## src/rtl/bridge_gate_ctl.sv

```systemverilog
module bridge_gate_ctl #(
  parameter int FILT_CYC  = 88,
  parameter int DEAD_CYC  = 500,
  parameter int BLANK_CYC = 100,
  parameter int CLR_CYC   = 1000000
) (
  input  logic       clk,
  input  logic       rst_n,
  input  logic [2:0] hin_n,
  input  logic [2:0] lin_n,
  input  logic       itrip,
  input  logic       uv,
  output logic [2:0] ho,
  output logic [2:0] lo,
  output logic       flt_oe
);
  localparam int FW = $clog2(FILT_CYC + 1);
  localparam int DW = $clog2(DEAD_CYC + 1);
  localparam int BW = $clog2(BLANK_CYC + 1);
  localparam int CW = $clog2(CLR_CYC + 1);

  logic [5:0] in_s, in_f;
  logic       itrip_s, uv_s, oc_q;
  logic [BW-1:0] tcnt;
  logic [CW-1:0] ccnt;
  logic [2:0] hreq, lreq;
  logic       run, lows_idle, trip_hit;

  always_ff @(posedge clk) begin
    if (!rst_n) begin
      in_s    <= '1;
      itrip_s <= 1'b0;
      uv_s    <= 1'b0;
    end else begin
      in_s    <= {lin_n, hin_n};
      itrip_s <= itrip;
      uv_s    <= uv;
    end
  end

  for (genvar i = 0; i < 6; i++) begin : g_filt
    logic          f_q;
    logic [FW-1:0] c_q;
    always_ff @(posedge clk) begin
      if (!rst_n) begin
        f_q <= 1'b1;
        c_q <= '0;
      end else if (in_s[i] == f_q) begin
        c_q <= '0;
      end else if (c_q == FW'(FILT_CYC - 1)) begin
        f_q <= in_s[i];
        c_q <= '0;
      end else begin
        c_q <= c_q + FW'(1);
      end
    end
    assign in_f[i] = f_q;
  end

  assign hreq      = ~in_f[2:0];
  assign lreq      = ~in_f[5:3];
  assign run       = ~oc_q & ~uv_s;
  assign lows_idle = &in_f[5:3];
  assign trip_hit  = itrip_s & (tcnt == BW'(BLANK_CYC));

  for (genvar p = 0; p < 3; p++) begin : g_ph
    logic          h_q, l_q;
    logic [DW-1:0] hoff, loff;
    logic          h_ok, l_ok;
    assign h_ok = ~l_q & (loff == DW'(DEAD_CYC));
    assign l_ok = ~h_q & (hoff == DW'(DEAD_CYC));
    always_ff @(posedge clk) begin
      if (!rst_n) begin
        h_q  <= 1'b0;
        l_q  <= 1'b0;
        hoff <= DW'(DEAD_CYC);
        loff <= DW'(DEAD_CYC);
      end else begin
        h_q <= run & hreq[p] & ~lreq[p] & h_ok;
        l_q <= run & lreq[p] & ~hreq[p] & l_ok;
        if (h_q)                           hoff <= '0;
        else if (hoff != DW'(DEAD_CYC))    hoff <= hoff + DW'(1);
        if (l_q)                           loff <= '0;
        else if (loff != DW'(DEAD_CYC))    loff <= loff + DW'(1);
      end
    end
    assign ho[p] = h_q;
    assign lo[p] = l_q;
  end

  always_ff @(posedge clk) begin
    if (!rst_n) begin
      tcnt <= '0;
      ccnt <= '0;
      oc_q <= 1'b0;
    end else begin
      if (!itrip_s)                     tcnt <= '0;
      else if (tcnt != BW'(BLANK_CYC))  tcnt <= tcnt + BW'(1);
      if (oc_q) begin
        if (itrip_s || !lows_idle) begin
          ccnt <= '0;
        end else if (ccnt == CW'(CLR_CYC - 1)) begin
          ccnt <= '0;
          oc_q <= 1'b0;
        end else begin
          ccnt <= ccnt + CW'(1);
        end
      end else if (trip_hit) begin
        oc_q <= 1'b1;
      end
    end
  end

  assign flt_oe = oc_q | uv_s;
endmodule

```

## config.mk

```make
export PLATFORM = sky130hd
export DESIGN_NAME = bridge_gate_ctl
export DESIGN_NICKNAME = d
export VERILOG_FILES = /design/src/rtl/bridge_gate_ctl.sv
export SDC_FILE = /design/constraint.sdc
export NUM_CORES = 1
export LEC_CHECK = 0
export BUFFER_PORTS_ARGS = -buffer_cell sky130_fd_sc_hd__clkbuf_2
export CAP_MARGIN = 0
export CORE_MARGIN = 5
export CORE_UTILIZATION = 33
export DETAILED_ROUTE_END_ITERATION = 10
export SYNTH_ARGS = -nofsm -noshare
export SYNTH_HDL_FRONTEND = slang
export SYNTH_SLANG_ARGS = --single-unit
```

## constraint.sdc

```tcl
create_clock -name clk -period 2.41 [get_ports clk]
set_input_delay 0.1205 -clock clk [delete_from_list [all_inputs] [get_ports clk]]
set_output_delay 0.1205 -clock clk [all_outputs]
set_load 0.005 [all_outputs]
```

== Yosys cells after proc, flatten, opt, wreduce, memory -nomap -nowiden ==
Index checks and enable logic that the tools add are counted.
Cells by class
  reductions and logical operators: 28
  muxes and demuxes: 18
  eq/ne operators: 27
  bitwise operators: 50
  add/subtract/negate cells: 14
Operators with widths (count)
  $mux 9: 12
  $add 9x1->9 const B: 6
  $eq 9x9->1 const B: 6
  $ne 9x9->1 const B: 6
  $add 7x1->7 const B: 7
  $eq 7x7->1 const B: 7
  $mux 20: 2
  $and 1x1->1: 26
  $not 1->1: 21
  $add 20x1->20 const B: 1
  $eq 20x20->1 const B: 1
  $reduce_or 3->1: 6
  $reduce_and 2->1: 7
  $reduce_bool 2->1: 6
  $reduce_or 2->1: 6
  $ne 7x7->1 const B: 1
  $eq 1x1->1: 6
  $not 3->3: 2
  $mux 1: 4
  $reduce_and 3->1: 1
  $logic_not 1->1: 1
  $logic_or 1x1->1: 1
  $or 1x1->1: 1
Storage, ports and cells
  output and inout port bits: 7
  logic and storage cells: 173
  flip-flop bits (word level): 144
  input bits: 10

== Logic depth before layout (Yosys ltp) ==
Gate-level depths: netlist of the first run.
  depth in word-level cells: 5
  gate-level depth with buffers: 8
  depth with buffers taken out: 7

== Worst setup path before layout of the first run ==
OpenSTA, ideal clock, no wires.
  path kind: register to register
  start: reg ccnt[0]
  end: reg ccnt[10]
  cell stages (with the launch flop): 8
  setup slack: 0.681 ns
  buffers on the path: 1
  arrival time: 1.609 ns
  setup time: 0.120 ns
  data required time: 2.290 ns
  path through: dfxtp_1 > ha_1 > nand2_1 > nor4b_2 > a21o_1 > buf_6 > nor4b_1 > o31a_1
On the way
  cells in the longest elaborated chain, start to end: 3
  elaborated cells on any way between the ends: 4
Ends and longest elaborated chain
  start, declared: RTL line 25  | logic [CW-1:0] ccnt;
  start signal, assigned: RTL line 106  | ccnt <= ccnt + CW'(1);
  $add 20x1->20 or $eq 20x20->1 (tied branches): RTL line 106, 102
  $mux 20 *: RTL line 102  | end else if (ccnt == CW'(CLR_CYC - 1)) begin
  $mux 20 *: RTL line 100  | if (itrip_s || !lows_idle) begin
Mark *: on every way between the ends. The rest lies on a longest branch, timed or not.
A chain may end at the register's enable or synchronous reset.

== Final worst setup path of the first run ==
  start: reg ccnt[0]
  end: reg ccnt[16]
The elaborated chain is that of the path after synthesis.

==> run summary, run 1 <==
========================================================================================
Final weighted congestion in routability-driven placement .................        0.754
Minimum setup slack among reg-to-reg paths ................................      0.38 ns
Total global routing overflow .............................................            0
Post-route clock period utilization .......................................        84.1%
LEAKAGE ...................................................................      2.88 nW
Post-synthesis share of cell area spent on xor and xnor gates .............        11.0%
Yosys warnings ............................................................            0
Post-synthesis share of cell area spent on and, or, nand and nor gates ....        27.3%
Sum Neg Setup Slack .......................................................         0 ns
Count of endpoints failing setup in the final report ......................            0
Path category of the worst min-delay check ................................    in -> reg
Net total in the final layout .............................................          768
Hold path depth ...........................................................            3
TritonCTS clock tree ......................................................         done
Clock root cell ...........................................................    clkbuf_16
Final worst hold slack ....................................................     0.231 ns
Initial DRC Count .........................................................          189
Worst vdd ir ..............................................................       456 uV
Number of filler cells placed in the layout ...............................         1955
Total core area ...........................................................   0.0193 mm2
Synthesized netlist net count .............................................          743
Total cell area at the placement stage ....................................  0.00673 mm2
Placed wire-length estimate ...............................................      7920 um
Period minus WS final .....................................................      2.03 ns
Ports .....................................................................           17
Rows ......................................................................           51
Sequential element share of the synthesized area ..........................        45.1%
Transition time at the pin with the least slew margin .....................     0.719 ns
Netlist area before placement .............................................  0.00639 mm2
Maximum number of pins on one net before global-route repair ..............           45
Largest family of logic cells by synthesized area ......................... simple AND/OR/NAND/NOR gates
Share of flip-flops with an asynchronous set or reset .....................           0%
Status .................................................................... complete, no violations
Vias per Instance .........................................................         4.73
Die area ..................................................................   0.0223 mm2
Area share of the leading cell type in the synthesized netlist ............        45.1%
PD cells ..................................................................   708 mW/mm2
MaxCap Viol Count .........................................................            0
Total Routing Usage GR ....................................................        11.3%
Post-synth top area cell ..................................................      dfxtp_1
Finished layout cell area .................................................  0.00738 mm2
Unrepaired setup endpoints after global routing ...........................           no
Count of input and output buffers .........................................           16
Worst clock skew ..........................................................    0.0123 ns
Maximum cell stage delay along the critical path ..........................      0.38 ns
Fraction of final layout cells sized beyond drive strength 1 ..............        7.87%
Wire length of the first global-routing pass ..............................     20700 um
Hold Vio Cnt, Final .......................................................            0
Predominant post-synthesis flop cell ......................................      dfxtp_1
Mean routed wirelength per cell ...........................................      11.6 um
Area share of fa/ha/maj cells after synthesis .............................        4.11%
Source-to-sink clock delay at the later pin of the worst-skew pair ........      0.42 ns
Slew margin rel. ..........................................................        52.1%
Critical path startpoint category .........................................         flop
Number of cells on the worst reg-to-reg path ..............................            6
Highest clock rate ........................................................    0.493 GHz
Critical path start-end classification ....................................   reg -> reg
Arrival time reported for the critical path endpoint ......................      2.34 ns
Die Ht ....................................................................       149 um
Area of the multi-input gates .............................................  0.00331 mm2
Cell-by-cell trace of the critical path ................................... ha_1 -> nand2_1 -> nor4b_2 -> a21oi_2 -> and3_1 -> o31a_1
Reg-to-reg endpoint ....................................................... ccnt[16]$_SDFFE_PN0P_
Signed area change from the synthesized netlist to the final layout .......        15.4%
Compound-cell area share of the yosys netlist .............................        7.40%
RR Startpoint ............................................................. ccnt[0]$_SDFFE_PN0P_
Clock tree buffer depth ...................................................            2
Maximum fanout count along the critical path ..............................           16
Post-synthesis mux area share .............................................        2.05%
Register area .............................................................  0.00288 mm2
Htree depth ...............................................................            4
Number of search-and-repair iterations in the first detailed-routing pass .            4
Hold-critical path endpoint ............................................... g_filt[4].f_q$_SDFFE_PN1P_
Total clock buffers created by CTS ........................................           17
Cell types occupying the most area after synthesis ........................ dfxtp_1 45%, xor2_1 6.7%, nor2_1 5.6%
Number of flops mapped to enable cells by yosys ...........................            0
Effective utilization at floorplan ........................................        33.2%
Commonest cells after routing, fill and taps aside ........................ 144 x dfxtp_1, 96 x nor2_1, 64 x nand3_1
# DRC .....................................................................            0
Avg Synthesized Cell Area .................................................     8.98 um2
Number of synthesized register bits .......................................          144
Antenna Cells .............................................................            0
Leading cell type in the layout, fill and taps excluded ...................      dfxtp_1
Antenna violations before repair ..........................................            0
Count of mapped cells out of synthesis ....................................          712
Yosys cell types ..........................................................           54
Clk pin slew, worst setup/hold paths ......................................      0.06 ns
Number of gates resized after cts .........................................            0
Critical Path Slowest Stage Cell ..........................................      nor4b_2
Max-slew violation total from the final report ............................            0
Required time reported for the critical path endpoint .....................      2.72 ns
Kind of end point of the critical path ....................................         flop
Count of antenna-violating nets left after detailed routing ...............            0
Total wire length after detailed routing ..................................     11800 um
Via count .................................................................         4800
Number of clock sinks .....................................................          144
X dimension of the die ....................................................       149 um
Vias in the first global route ............................................         4532
Min-delay src .............................................................        rst_n
========================================================================================
[registers in the layout, indices dropped and copies added, names as in the netlist]
signal      cells
ccnt           20
g_filt.c_q     42
g_filt.f_q      6
g_ph.h_q        3
g_ph.hoff      27
g_ph.l_q        3
g_ph.loff      27
in_s            6
itrip_s         1
oc_q            1
tcnt            7
uv_s            1
[cell usage after synthesis, types with 2 or more instances]
cell type,instances
nor3_1,13
nand3_1,64
a21oi_1,9
mux2i_1,12
ha_1,21
dfxtp_1,144
clkbuf_1,14
nor2b_1,3
o21ai_0,44
o211ai_1,7
buf_4,6
nor4_1,2
o21a_1,2
or4b_1,2
nor2_1,96
nand4_1,19
a21o_1,2
or4_1,6
or3_1,4
inv_1,22
and4_1,2
and4b_1,7
a21boi_0,2
and3_1,23
nand2_1,36
o31a_1,2
nor4b_1,2
a31oi_1,6
nand2b_1,20
and2_1,5
nand4b_1,7
xor2_1,49
xnor2_1,31
nor4bb_1,4
nand3b_1,5
[power by group]
part	leakage, nW	switching, mW	internal, mW
Combinational	1.44	0.138	0.0929
Clock	0.276	0.981	1.57
Sequential	1.17	0.0294	2.42
[stage by stage]
| stage | setup WS, ns | cells | utilization, % | power (mW) |
|---|---|---|---|---|
| floorplan | 0.681 | 712 | - | 2.66 |
| global placement | 0.429 | 975 | 34.9 | 2.71 |
| detailed placement | 0.385 | 975 | 34.9 | 2.72 |
| CTS | 0.369 | 1015 | 38.3 | 5.31 |
| global route | 0.251 | 1015 | 38.3 | 5.45 |
| finish | 0.383 | 1015 | 38.3 | 5.23 |
[cells by family after synthesis]
family	Yosys count
AO/OA/AOI/OAI	81
AND/OR/NAND/NOR	328
buffers and inverters	45
multiplexers	13
adder cells (fa/ha/maj)	21
XOR/XNOR	80
flip-flops	144
[timing repair]
action	in CTS	in global routing
hold endpoints to repair	8	0
hold buffers	8	0
buffers inserted	0	0
[critical path, delay by kind of cell (launching register included)]
family | cells | cell delay, ns
flops | 1 | 0.37
fa+ha+maj | 1 | 0.26
compound gates | 2 | 0.55
simple gates | 3 | 0.72
[worst max path at each step]
stage | startpoint | to | slack, ns | depth (start not counted)
2_1_floorplan | ccnt[0]$_SDFFE_PN0P_ | ccnt[10]$_SDFFE_PN0P_ | 0.68 | 7
3_3_place_gp | ccnt[0]$_SDFFE_PN0P_ | ccnt[16]$_SDFFE_PN0P_ | 0.43 | 6
3_5_place_dp | ccnt[0]$_SDFFE_PN0P_ | ccnt[16]$_SDFFE_PN0P_ | 0.39 | 6
4_1_cts | ccnt[0]$_SDFFE_PN0P_ | ccnt[16]$_SDFFE_PN0P_ | 0.37 | 6
5_1_grt | ccnt[0]$_SDFFE_PN0P_ | ccnt[16]$_SDFFE_PN0P_ | 0.25 | 6
6_report | ccnt[0]$_SDFFE_PN0P_ | ccnt[16]$_SDFFE_PN0P_ | 0.38 | 6
[metal layers]
metal  GRT usage (%)  up-vias  share of wire [%]
met3            3.52        9                3.3
li1                -     2532                  -
met1            15.0     2216                 53
met5               0        -                  0
met4            4.85        0                1.0
met2            16.9       43                 43
[layout make-up]
class | count | area share [%]
clock buffers | 22 | 6.29
clock inverters | 10 | 1.51
inverters | 22 | 1.12
multi-input cells | 523 | 44.9
flip-flops and latches | 144 | 39.1
well taps | 265 | 4.49
repair buffers | 29 | 2.68
Power figures use the tool's default switching activity.
==> inputs of run 2 (changes only) <==
--- a/config.mk
+++ b/config.mk
@@ -5,6 +5,7 @@
 export SDC_FILE = /design/constraint.sdc
 export NUM_CORES = 1
 export LEC_CHECK = 0
+export ABC_AREA = 1
 export BUFFER_PORTS_ARGS = -buffer_cell sky130_fd_sc_hd__clkbuf_2
 export CAP_MARGIN = 0
 export CORE_MARGIN = 5
==> constraint.sdc (replaced) <==
create_clock -name clk -period 1.8 [get_ports clk]
set_input_delay 0.09 -clock clk [delete_from_list [all_inputs] [get_ports clk]]
set_output_delay 0.09 -clock clk [all_outputs]
set_load 0.005 [all_outputs]
==> run summary, run 2 <==
========================================================================================
Status .................................................................... complete, no violations
Maximum number of pins on one net before global-route repair ..............           24
Total global routing overflow .............................................            0
Signed area change from the synthesized netlist to the final layout .......        16.5%
TritonCTS clock tree ......................................................         done
Number of synthesized register bits .......................................          144
Period minus WS final .....................................................      1.59 ns
Avg Synthesized Cell Area .................................................     7.47 um2
Critical path startpoint category .........................................         flop
Highest clock rate ........................................................    0.628 GHz
Number of clock sinks .....................................................          144
Hold Vio Cnt, Final .......................................................            0
X dimension of the die ....................................................       151 um
Netlist area before placement .............................................  0.00656 mm2
Initial DRC Count .........................................................          280
Fraction of power consumed by combinational cells .........................         7.5%
Number of gates resized after cts .........................................            0
Highest metal layer with signal wires .....................................         met4
PD cells ..................................................................   999 mW/mm2
Sequential element share of the synthesized area ..........................        44.0%
Slew margin rel. ..........................................................        70.9%
Commonest cells in the netlist ............................................ 144 x dfxtp_1, 136 x nand2_1, 123 x inv_1
Unrepaired setup endpoints after global routing ...........................           no
Number of flops mapped to enable cells by yosys ...........................            0
Transition time at the pin with the least slew margin .....................     0.434 ns
Source-to-sink clock delay at the later pin of the worst-skew pair ........      0.42 ns
Post-route clock period utilization .......................................        88.5%
# DRC .....................................................................            0
Detailed-routing wirelength on met1 .......................................      6450 um
Antenna Cells .............................................................            0
Count of mapped cells out of synthesis ....................................          878
Top-count cell post-synth .................................................      dfxtp_1
Die area ..................................................................   0.0228 mm2
Final weighted congestion in routability-driven placement .................        0.818
Post CTS Setup Buffer Count ...............................................            0
Clock share of power ......................................................        47.4%
Worst clock skew ..........................................................   0.00615 ns
Antenna violations before repair ..........................................            0
Relative contribution of sequential cells to total power ..................        45.1%
Count of input and output buffers .........................................           16
Wire length of the first global-routing pass ..............................     22400 um
LEAKAGE ...................................................................      3.16 nW
Post-synth top area cell ..................................................      dfxtp_1
Count of endpoints failing setup in the final report ......................            0
Total core area ...........................................................   0.0195 mm2
Total wire length after detailed routing ..................................     12900 um
Ports .....................................................................           17
Worst slack after detailed placement ......................................     0.213 ns
Maximum fanout count along the critical path ..............................            7
Met3 routed WL ............................................................       359 um
Share of flip-flops with an asynchronous set or reset .....................           0%
Count of antenna-violating nets left after detailed routing ...............            0
Required time reported for the critical path endpoint .....................      2.10 ns
Fraction of final layout cells sized beyond drive strength 1 ..............        9.82%
Htree depth ...............................................................            4
Mean routed wirelength per cell ...........................................      10.8 um
Predominant post-synthesis flop cell ......................................      dfxtp_1
Max-slew violation total from the final report ............................            0
Worst vdd ir ..............................................................       748 uV
Clock root cell ...........................................................    clkbuf_16
Total clock buffers created by CTS ........................................           17
Total Routing Usage GR ....................................................        12.2%
Total internal power ......................................................      5.81 mW
Area share of the leading cell type in the synthesized netlist ............        44.0%
Clk pin slew, worst setup/hold paths ......................................      0.06 ns
Via count .................................................................         5366
Final WS setup ............................................................     0.206 ns
Kind of end point of the critical path ....................................         flop
Critical path start-end classification ....................................   reg -> reg
Synthesized netlist net count .............................................          909
Commonest cells after routing, fill and taps aside ........................ 144 x dfxtp_1, 136 x nand2_1, 123 x inv_1
Vias per Instance .........................................................         4.50
Cell types occupying the most area after synthesis ........................ dfxtp_1 44%, nand2_1 7.8%, inv_1 7.0%
MaxCap Viol Count .........................................................            0
Largest registers in the final layout ..................................... g_filt.c_q: 42 flops, g_ph.hoff: 27 flops, g_ph.loff: 27 flops
Yosys cell types ..........................................................           37
Vias in the first global route ............................................         5053
Placed wire-length estimate ...............................................      9270 um
Rows ......................................................................           51
Sum Neg Setup Slack .......................................................         0 ns
Register name with the most flops .........................................   g_filt.c_q
Yosys warnings ............................................................            0
Met2 wire len .............................................................      5880 um
Path category of the worst min-delay check ................................    in -> reg
Net switching fraction of the power .......................................        23.8%
Number of hold-repair buffers added at the cts stage ......................            8
Arrival time reported for the critical path endpoint ......................      1.89 ns
Clock tree buffer depth ...................................................            2
Flip-flop count of the largest register after layout ......................           42
Effective utilization at floorplan ........................................        33.6%
Switching power total .....................................................      1.82 mW
Number of search-and-repair iterations in the first detailed-routing pass .            4
Leading cell type in the layout, fill and taps excluded ...................      dfxtp_1
Net total in the final layout .............................................          945
Die Ht ....................................................................       151 um
========================================================================================
run 2: changes by cell type in the layout (fill, tap and decap cells not counted), sizes merged, moves of 12 or more:
cell	delta
a21oi	+45
and3	-23
inv	+104
mux2i	-12
nand2	+106
nand2b	-20
nor2	+19
nor3	+18
o21ai	+38
xnor2	-23
xor2	-34
run 2: metrics by stage:
step	hold slack (ns)	utilization [%]	instances	power (mW)	instance area, um2
after floorplan	0.188	-	878	3.92	6560
after global placement	0.278	35.6	1152	4.06	6950
after detailed placement	0.279	35.6	1152	4.07	6950
after CTS	0.135	39.1	1192	7.74	7640
after global routing	0.150	39.1	1192	8.03	7640
final	0.146	39.1	1192	7.63	7640
run 2: final timing paths:
path,from,to,slack [ns],cells past startpoint
min,rst_n,g_ph[1].loff[4]$_SDFFE_PN1P_,0.15,3
max reg2reg,ccnt[0]$_SDFFE_PN0P_,ccnt[4]$_SDFFE_PN0P_,0.21,10
min reg2reg,g_filt[3].c_q[0]$_SDFF_PP0_,g_filt[3].c_q[0]$_SDFF_PP0_,0.44,1
max,ccnt[0]$_SDFFE_PN0P_,ccnt[4]$_SDFFE_PN0P_,0.21,10
run 2: cell type report:
| class | instances | area [um2] |
|---|---|---|
| fill | 2017 | 11900 |
| multi-input combinational | 594 | 3120 |
| sequential | 144 | 2880 |
| inverter | 125 | 469 |
| clock buffer | 20 | 457 |
| tap | 265 | 332 |
| timing repair buffer | 32 | 220 |
| clock inverter | 12 | 159 |
run 2: power by group through the flow:
stage	registers (mW)	clock network (mW)	logic [mW]
2_1_floorplan	3.48	0	0.442
3_3_place_gp	3.51	0	0.553
3_5_place_dp	3.51	0	0.558
4_1_cts	3.44	3.72	0.580
5_1_grt	3.46	3.89	0.677
6_report	3.44	3.62	0.571
run 2: cells by family after synthesis:
family / count (synthesis) / synth area share [%]
compound gates: 155 / 12.6
xor+xnor: 23 / 3.07
fa+ha+maj: 21 / 4.01
buf+inv: 140 / 8.42
flops: 144 / 44.0
simple gates: 395 / 28.0
run 2: metal layers:
layer / up-vias / track usage, %
met5: - / 0
met4: 0 / 4.26
met3: 12 / 3.50
met2: 43 / 20.0
met1: 2387 / 15.4
li1: 2924 / -
run 2: worst max-delay path, stage by stage, from the launching register on:
cell,delay [ns]
dfxtp_1,0.37
ha_1,0.20
nand2_2,0.09
nor2_4,0.13
nand2_2,0.09
nor2_4,0.14
nand2_2,0.11
nand2_4,0.10
nand2_4,0.09
nand2_8,0.11
nor3_2,0.04
==> inputs of run 3 (changes only) <==
--- a/config.mk
+++ b/config.mk
@@ -11,6 +11,7 @@
 export CORE_MARGIN = 5
 export CORE_UTILIZATION = 33
 export DETAILED_ROUTE_END_ITERATION = 10
+export SETUP_SLACK_MARGIN = 0.5
 export SYNTH_ARGS = -nofsm -noshare
 export SYNTH_HDL_FRONTEND = slang
 export SYNTH_SLANG_ARGS = --single-unit
==> run summary, run 3 (synthesis results as in run 2) <==
========================================================================================
Post-route clock period utilization .......................................        82.1%
Total global routing overflow .............................................            0
Arrival time reported for the critical path endpoint ......................      1.79 ns
Count of input and output buffers .........................................           16
# placed instances ........................................................         1151
Number of search-and-repair iterations in the first detailed-routing pass .            4
# DRC .....................................................................            0
Maximum number of pins on one net before global-route repair ..............           39
Mean routed wirelength per cell ...........................................      11.4 um
Max-slew violation total from the final report ............................            0
Signed area change from the synthesized netlist to the final layout .......        28.2%
MaxCap Viol Count .........................................................            0
Most frequent cell on the critical path ...................................      nand2_4
Final weighted congestion in routability-driven placement .................        0.829
Critical Path Slowest Stage Cell ..........................................      dfxtp_4
Worst clock skew ..........................................................   0.00886 ns
Required time reported for the critical path endpoint .....................      2.11 ns
Number of filler cells placed in the layout ...............................         1995
Total wire length after detailed routing ..................................     13800 um
Total cell area at the placement stage ....................................  0.00696 mm2
Cell-by-cell trace of the critical path ................................... ha_4 -> nand2_4 -> nor2_4 -> nand2_2 -> nor2_4 -> nand2_4 -> nand2_4 -> nand2_8 -> nand2_8 -> nor2_2
Antenna Cells .............................................................            0
Via count .................................................................         5662
Transition time at the pin with the least slew margin .....................     0.638 ns
Initial DRC Count .........................................................          281
Clock root cell ...........................................................    clkbuf_16
Ports .....................................................................           17
Vias per Instance .........................................................         4.65
X dimension of the die ....................................................       151 um
Maximum cell stage delay along the critical path ..........................      0.35 ns
Fraction of final layout cells sized beyond drive strength 1 ..............        27.8%
Critical path startpoint category .........................................         flop
Slew margin rel. ..........................................................        57.4%
Leading cell type in the layout, fill and taps excluded ...................      nand2_1
RR Startpoint ............................................................. ccnt[0]$_SDFFE_PN0P_
Die area ..................................................................   0.0228 mm2
Antenna violations before repair ..........................................            0
Wire length of the first global-routing pass ..............................     23500 um
Register area .............................................................  0.00295 mm2
Worst vdd ir ..............................................................       640 uV
Min-delay src .............................................................        rst_n
Die Ht ....................................................................       151 um
Number of clock sinks .....................................................          144
Placed wire-length estimate ...............................................      9150 um
Clk pin slew, worst setup/hold paths ......................................      0.06 ns
Number of standard cells in the final layout excluding fillers ............         1217
Flip-flop count of the largest register after layout ......................           42
Area of the multi-input gates .............................................  0.00365 mm2
Path category of the worst min-delay check ................................    in -> reg
Register name with the most flops .........................................   g_filt.c_q
Unrepaired setup endpoints after global routing ...........................          yes
Finished layout cell area .................................................  0.00841 mm2
Sum Neg Setup Slack .......................................................         0 ns
Largest registers in the final layout ..................................... g_filt.c_q: 42 flops, g_ph.hoff: 27 flops, g_ph.loff: 27 flops
Effective utilization at floorplan ........................................        33.6%
Rows ......................................................................           51
Vias in the first global route ............................................         5315
Buffers & Inverters on Critical Path ......................................            0
Total clock buffers created by CTS ........................................           17
Maximum fanout count along the critical path ..............................            7
Count of endpoints failing setup in the final report ......................            0
Total Routing Usage GR ....................................................        12.6%
Count of antenna-violating nets left after detailed routing ...............            0
Net total in the final layout .............................................          975
PD cells ..................................................................   899 mW/mm2
Commonest cells after routing, fill and taps aside ........................ 118 x nand2_1, 106 x inv_1, 106 x dfxtp_1
Hold Vio Cnt, Final .......................................................            0
Status .................................................................... complete, no violations
Gate family responsible for the most delay along the worst path ........... simple AND/OR/NAND/NOR gates
Total core area ...........................................................   0.0195 mm2
Total design power ........................................................      7.56 mW
Critical path start-end classification ....................................   reg -> reg
Clock tree buffer depth ...................................................            2
LEAKAGE ...................................................................      3.34 nW
Launching element of the worst setup path ................................. ccnt[0]$_SDFFE_PN0P_
Source-to-sink clock delay at the later pin of the worst-skew pair ........      0.42 ns
Highest clock rate ........................................................    0.677 GHz
Htree depth ...............................................................            4
Period minus WS final .....................................................      1.48 ns
TritonCTS clock tree ......................................................         done
Kind of end point of the critical path ....................................         flop
========================================================================================
==> run 3: cell types whose count changed in the layout (fill, tap and decap cells not counted), sizes merged <==
cell | before | now
buf | 8 | 38
clkinv | 6 | 4
bufinv | 3 | 2
clkinvlp | 2 | 1
inv | 126 | 125
==> run 3: worst min-delay path, delay by kind of cell <==
family / cells / cell delay (ns)
buffers and inverters: 1 / 0.12
AND/OR/NAND/NOR: 1 / 0.17
AO/OA/AOI/OAI: 1 / 0.05
==> run 3: repair_timing <==
action,in CTS,in global routing
pin swaps,21,40
gates cloned,0,0
endpoints found under the hold margin,8,0
gates resized for setup,38,160
buffers inserted,14,17
endpoints found under the setup margin,65,103
hold buffers,8,0
==> run 3: area by class of cell <==
class / count / share of cell area, %
multi-input cells: 594 / 43.4
flip-flops and latches: 144 / 35.0
inverters: 125 / 5.67
repair buffers: 62 / 5.52
clock buffers: 20 / 5.31
well taps: 265 / 3.94
clock inverters: 7 / 1.09
==> run 3: per-stage QoR <==
step | hold WS [ns] | util (%) | setup WS [ns]
final | 0.0702 | 43.0 | 0.323
after global routing | 0.0850 | 43.0 | 0.238
after CTS | 0.0695 | 40.0 | 0.344
after detailed placement | 0.281 | 35.6 | 0.277
after global placement | 0.295 | 35.6 | 0.312
after floorplan | 0.188 | - | 0.391
==> run 3: power by group <==
part / internal (mW) / total [mW] / switching, mW
Sequential: 3.35 / 3.49 / 0.140
Clock: 2.03 / 3.28 / 1.25
Combinational: 0.347 / 0.793 / 0.447
Total: 5.72 / 7.56 / 1.84
==> run 3: routing by layer <==
metal,up-vias,global-route usage (%),wire [um]
li1,3000,-,-
met1,2589,15.7,6560
met2,59,20.8,6640
met3,14,3.68,411
met4,0,4.58,221
met5,-,0,0
==> run 3: final timing paths <==
path / slack (ns) / cells past startpoint / endpoint
worst max-delay path: 0.32 / 10 / ccnt[11]$_SDFFE_PN0P_
worst min-delay path: 0.07 / 3 / tcnt[2]$_SDFFE_PN0P_
worst max register to register: 0.32 / 10 / ccnt[11]$_SDFFE_PN0P_
worst min register to register: 0.41 / 1 / g_filt[5].c_q[0]$_SDFF_PP0_
